### config.mk
export PLATFORM = sky130hd
export DESIGN_NAME = pccard_io_seq
export DESIGN_NICKNAME = d
export VERILOG_FILES = /design/src/rtl/pccard_io_seq.sv
export SDC_FILE = /design/constraint.sdc
export NUM_CORES = 1
export LEC_CHECK = 0
export BUFFER_PORTS_ARGS = -buffer_cell sky130_fd_sc_hd__buf_2
export CAP_MARGIN = 25
export CORE_UTILIZATION = 35
export DETAILED_ROUTE_END_ITERATION = 12
export PLACE_DENSITY = 0.52
export SLEW_MARGIN = 10
export SYNTH_ARGS = -nofsm -noshare
export SYNTH_HDL_FRONTEND = slang
export SYNTH_SLANG_ARGS = --single-unit
export TNS_END_PERCENT = 10
### constraint.sdc
create_clock -name clk -period 4.44 [get_ports clk]
set_input_delay 0 -clock clk [delete_from_list [all_inputs] [get_ports clk]]
set_output_delay 0 -clock clk [all_outputs]
set_load 0.005 [all_outputs]
### src/rtl/pccard_io_seq.sv
module pccard_io_seq #(
  parameter int VAL_W     = 8,
  parameter int PRE_W     = 9,
  parameter int IO16_WIN  = 3,
  parameter int WAIT_WIN  = 2,
  parameter int WAIT_HOLD = 2,
  parameter int RST_SET   = 1,
  parameter int RST_CMD   = 6,
  parameter int RST_REC   = 3
) (
  input  logic             clk,
  input  logic             rst_n,
  input  logic             start,
  input  logic             start_write,
  input  logic             set_sel,
  input  logic [PRE_W-1:0] pre0,
  input  logic [PRE_W-1:0] pre1,
  input  logic             cfg_we,
  input  logic             cfg_set,
  input  logic [1:0]       cfg_field,
  input  logic [VAL_W-1:0] cfg_data,
  input  logic             card_io16_n,
  input  logic             card_wait_n,
  output logic             rd_n,
  output logic             wr_n,
  output logic             ce_lo_n,
  output logic             ce_hi_n,
  output logic             done
);
  localparam int CNT_W  = VAL_W + PRE_W;
  localparam int AGE_W  = $clog2(IO16_WIN + 1);
  localparam int CAGE_W = $clog2(WAIT_WIN + 1);
  localparam int HOLD_W = $clog2(WAIT_HOLD + 1);

  typedef enum logic [1:0] {S_IDLE, S_SETUP, S_CMD, S_REC} state_t;

  state_t             state;
  logic [VAL_W-1:0]   tv [2][3];
  logic [CNT_W-1:0]   cnt, cmd_q, rec_q;
  logic [AGE_W-1:0]   age;
  logic [CAGE_W-1:0]  cage;
  logic [HOLD_W-1:0]  hold;
  logic               dir, wide, stretched;

  logic [PRE_W-1:0] sel_pre;
  logic [CNT_W-1:0] prod_s, prod_c, prod_r;
  logic             waiting, active;

  assign sel_pre = set_sel ? pre1 : pre0;
  assign prod_s  = CNT_W'(sel_pre) * CNT_W'(tv[set_sel][0]);
  assign prod_c  = CNT_W'(sel_pre) * CNT_W'(tv[set_sel][1]);
  assign prod_r  = CNT_W'(sel_pre) * CNT_W'(tv[set_sel][2]);

  assign waiting = (state == S_CMD) && !card_wait_n &&
                   (stretched || cage < CAGE_W'(WAIT_WIN));
  assign active  = (state == S_SETUP) || (state == S_CMD);

  assign rd_n    = !((state == S_CMD) && !dir);
  assign wr_n    = !((state == S_CMD) && dir);
  assign ce_lo_n = !active;
  assign ce_hi_n = !(active && wide);

  always_ff @(posedge clk or negedge rst_n) begin
    if (!rst_n) begin
      for (int s = 0; s < 2; s++) begin
        tv[s][0] <= (s == 0) ? VAL_W'(RST_SET) : '0;
        tv[s][1] <= (s == 0) ? VAL_W'(RST_CMD) : '0;
        tv[s][2] <= (s == 0) ? VAL_W'(RST_REC) : '0;
      end
    end else if (cfg_we && cfg_field != 2'd3) begin
      tv[cfg_set][cfg_field] <= cfg_data;
    end
  end

  always_ff @(posedge clk or negedge rst_n) begin
    if (!rst_n) begin
      state     <= S_IDLE;
      cnt       <= '0;
      cmd_q     <= '0;
      rec_q     <= '0;
      dir       <= 1'b0;
      age       <= '0;
      cage      <= '0;
      hold      <= '0;
      wide      <= 1'b0;
      stretched <= 1'b0;
      done      <= 1'b0;
    end else begin
      done <= 1'b0;
      case (state)
        S_IDLE: if (start) begin
          state     <= S_SETUP;
          cnt       <= prod_s;
          cmd_q     <= prod_c;
          rec_q     <= prod_r;
          dir       <= start_write;
          age       <= '0;
          cage      <= '0;
          hold      <= '0;
          wide      <= 1'b0;
          stretched <= 1'b0;
        end
        S_SETUP: begin
          if (cnt == '0) begin
            state <= S_CMD;
            cnt   <= cmd_q;
          end else begin
            cnt <= cnt - CNT_W'(1);
          end
        end
        S_CMD: begin
          if (cage < CAGE_W'(WAIT_WIN)) cage <= cage + CAGE_W'(1);
          if (waiting) begin
            stretched <= 1'b1;
            hold      <= HOLD_W'(WAIT_HOLD - 1);
          end else if (hold != '0) begin
            hold <= hold - HOLD_W'(1);
          end
          if (cnt != '0) cnt <= cnt - CNT_W'(1);
          if (cnt == '0 && hold == '0 && !waiting) begin
            state <= S_REC;
            cnt   <= rec_q;
          end
        end
        default: begin
          if (cnt == '0) begin
            state <= S_IDLE;
            done  <= 1'b1;
          end else begin
            cnt <= cnt - CNT_W'(1);
          end
        end
      endcase
      if (state != S_IDLE && age < AGE_W'(IO16_WIN)) begin
        age <= age + AGE_W'(1);
        if (!card_io16_n) wide <= 1'b1;
      end
    end
  end
endmodule

==> flow_metrics.tcl <==
set metrics [dict create \
    instances_no_fill 2040 \
    rsz0062_at_grt "true" \
    syn_area_um2 12700 \
    post-route-util_pct 44.3 \
    area.sequential_um2 2780 \
    powerDensity_nw_per_um2 833 \
    fmax_mhz 227 \
    post-route-cell-area_um2 15800 \
    power_uw 13100 \
    clock_latency_ns 0.37 \
    synth_enable_flop_cells 0 \
    critPathSlowestCell "dfstp_2" \
    grt_pass1_vias 10200 \
    ys_ff_latch 111 \
    antenna_cells 0 \
    relSlewSlack_pct 46.3 \
    syn_avg_cell_area_um2 9.14 \
    worstSetupPathType "reg -> reg" \
    hold_violations 0 \
    grt_pass1_wl_um 56800 \
    switching_share_pct 47.0 \
    async_flop_share_pct 100 \
    synth.distinct_cells 82 \
    worst_pin_slew_ns 0.805 \
    placed_cell_area_um2 14700 \
    p_switching_uw 6170 \
    clock_sinks 111 \
    io_buffers 41 \
    syn-num-nets 1667 \
    synth_ff_type "dfrtp_1" \
    start_util_pct 35.6 \
    grt_max_degree 63 \
    cp_max_fo 4 \
    grt_usage_pct 19.9 \
    yosys.area.top_type_share_pct 20.9 \
    crit_buf_inv 2 \
    dr.first_iter.drc_count 449 \
    period_needed_ns 4.40 \
    grt_antenna_before_repair 0 \
    path_delay_family "adder cells" \
    fillers 3492 \
    maxCapViolations 0 \
    core_um2 35600 \
    root_buffer "clkbuf_16" \
    p_comb_share_pct 82.6 \
    num_rows 69 \
    vias 10300 \
    fin_skew_ns 0.00962 \
    die_area_um2 37000 \
    post-route-period-util_pct 99.1 \
    viasPerCell 5.06 \
    ios 42 \
    htreeDepth 3 \
    die_y_um 192 \
    crit_chain "mux2i_4 > buf_4 > nand2b_1 > fa_2 > fa_2 > fa_1 > fa_1 > inv_1 > ha_1 > or2_2 > o21ai_2 > nor2_2 > a2111oi_4 > nor2_1 > a211oi_2" \
    syn_to_final_growth_pct 24.4 \
    p_leak_uw 0.00747 \
    dp_hpwl_um 28600 \
    p_int_uw 6960 \
    min_path_type "in -> reg" \
    yosys_warnings 0 \
    worst_path_largest_cell_delay_ns 0.56 \
    clock_path_buffers 2 \
    slew_viol_final 0 \
    cts.clk_slew.worst_paths_ns 0.08 \
    ant_nets 0 \
    p_clk_share_pct 6.6 \
    outcome "finished clean" \
    cts_tree "yes" \
    seq_power_share_pct 10.8 \
    drt_pre_antenna_iters 5 \
    wire_per_inst_um 17.4 \
    synth_cells 1386 \
    finalSetupViolCount 0 \
    dp_cells 2006 \
    cts_buffers 9 \
    gp_congestion 0.868 \
    routed_wl_um 35500 \
    fin_nets 1855 \
    synth_area_leaders "dfrtp_1 21%, fa_1 20%, ha_1 12%" \
    yosysSeqAreaShare_pct 22.0 \
    ir_drop_mv 0.598 \
    cp.arrival_ns 4.69 \
    grt_overflow_total 0 \
    drive_above_1_share_pct 28.7 \
    drc 0 \
    crit_path_end_kind "flop" \
    multi_input_area_um2 9710 \
    fp.dieW_um 192 \
    startpoint_type "flop" \
    crit_required_ns 4.73 \
    yosys.area.top_type "dfrtp_1" \
]
layout by cell type, fill, tap and decap left out, drive strengths merged, types with 9 or more instances in the layout:
cell         instances
o31ai               16
or2                 24
xor2                16
ha                 118
dlygate4sd3         11
o21ai               50
a211oi              15
clkbuf               9
nand2b              18
nor3                30
mux2                70
nor2               174
dfrtp              106
fa                 126
mux2i               40
nand2              135
nand3               14
o21a                13
inv                184
buf                213
a22oi               10
a21oi               37
kinds of logic after synthesis:
| group | Yosys count | share of synthesized area (%) |
|---|---|---|
| simple gates | 453 | 16.4 |
| flops | 111 | 22.0 |
| mux | 110 | 9.38 |
| fa+ha+maj | 244 | 31.6 |
| compound gates | 215 | 11.8 |
| buf+inv | 229 | 7.23 |
| xor+xnor | 24 | 1.66 |
synthesized netlist by cell type (7+ instances only):
library cell,n
nand4_1,7
xnor2_1,8
a211oi_1,15
a22oi_1,10
ha_1,118
nor3_1,28
fa_1,126
nor2b_1,7
o31ai_1,15
o21a_1,13
dfrtp_1,106
mux2i_1,40
nor2_1,174
inv_1,181
a21o_1,8
mux2_2,70
a21oi_1,37
and3_1,7
nand2_1,135
o21ai_0,47
nand3_1,14
or2_2,24
nand2b_1,18
xor2_1,16
clkbuf_1,30
repair_timing:
item                                   4_1_cts  5_1_grt
setup endpoints to repair                   17       26
pin swaps                                   17       50
endpoints found under the hold margin       87        0
resized for setup                           32      101
hold buffers                                11        0
setup buffers                                0        6
path summary, 6_finish.rpt:
check,start,endpoint,slack (ns),cells after the start
setup reg to reg,tv[34]$_DFFE_PN1P_,cmd_q[16]$_DFFE_PN0P_,0.04,15
hold reg to reg,cmd_q[8]$_DFFE_PN0P_,cmd_q[8]$_DFFE_PN0P_,0.48,2
max in group asynchronous,rst_n,cmd_q[6]$_DFFE_PN0P_,2.99,3
hold / removal,cfg_data[2],tv[2]$_DFFE_PN0P_,0.01,2
setup / recovery,tv[34]$_DFFE_PN1P_,cmd_q[16]$_DFFE_PN0P_,0.04,15
min in group asynchronous,rst_n,rec_q[10]$_DFFE_PN0P_,0.23,2
power by group through the flow:
stage,clock network [uW],registers [uW],logic (uW)
3_5_place_dp,0,1420,8900
2_1_floorplan,0,1360,5670
5_1_grt,929,1450,12000
4_1_cts,892,1410,9300
6_report,868,1420,10800
3_3_place_gp,0,1410,8860
area by class of cell:
type	count	share of cell area, %
clock inverters	7	0.508
well taps	461	3.66
inverters	182	4.33
clock buffers	9	1.43
repair buffers	224	10.8
flip-flops and latches	111	17.7
multi-input cells	1046	61.6
registers in the layout, indices dropped and copies added, names as in the netlist:
name,cells
age,2
cage,2
cmd_q,17
cnt,17
dir,1
done,1
hold,2
rec_q,17
state,2
stretched,1
tv,48
wide,1
per-layer routing:
metal / wire length, um / GRT usage (%) / up-vias / part of all wire (%)
li1: - / - / 5043 / -
met1: 17700 / 28.5 / 5071 / 50
met2: 16200 / 32.4 / 186 / 46
met3: 1020 / 2.40 / 24 / 2.9
met4: 551 / 3.45 / 0 / 1.6
met5: 0 / 0 / - / 0
through the flow:
step	setup WS (ns)	TNS, ns	hold slack (ns)
6_report	0.0378	0	0.00992
5_1_grt	-0.136	-0.957	0.0188
4_1_cts	-0.0479	-0.129	0.0110
3_5_place_dp	-0.346	-5.11	0.118
3_3_place_gp	-0.322	-4.46	0.119
2_1_floorplan	-0.0259	-0.0540	-0.296
No activity file was read; power rests on OpenSTA's default activity.
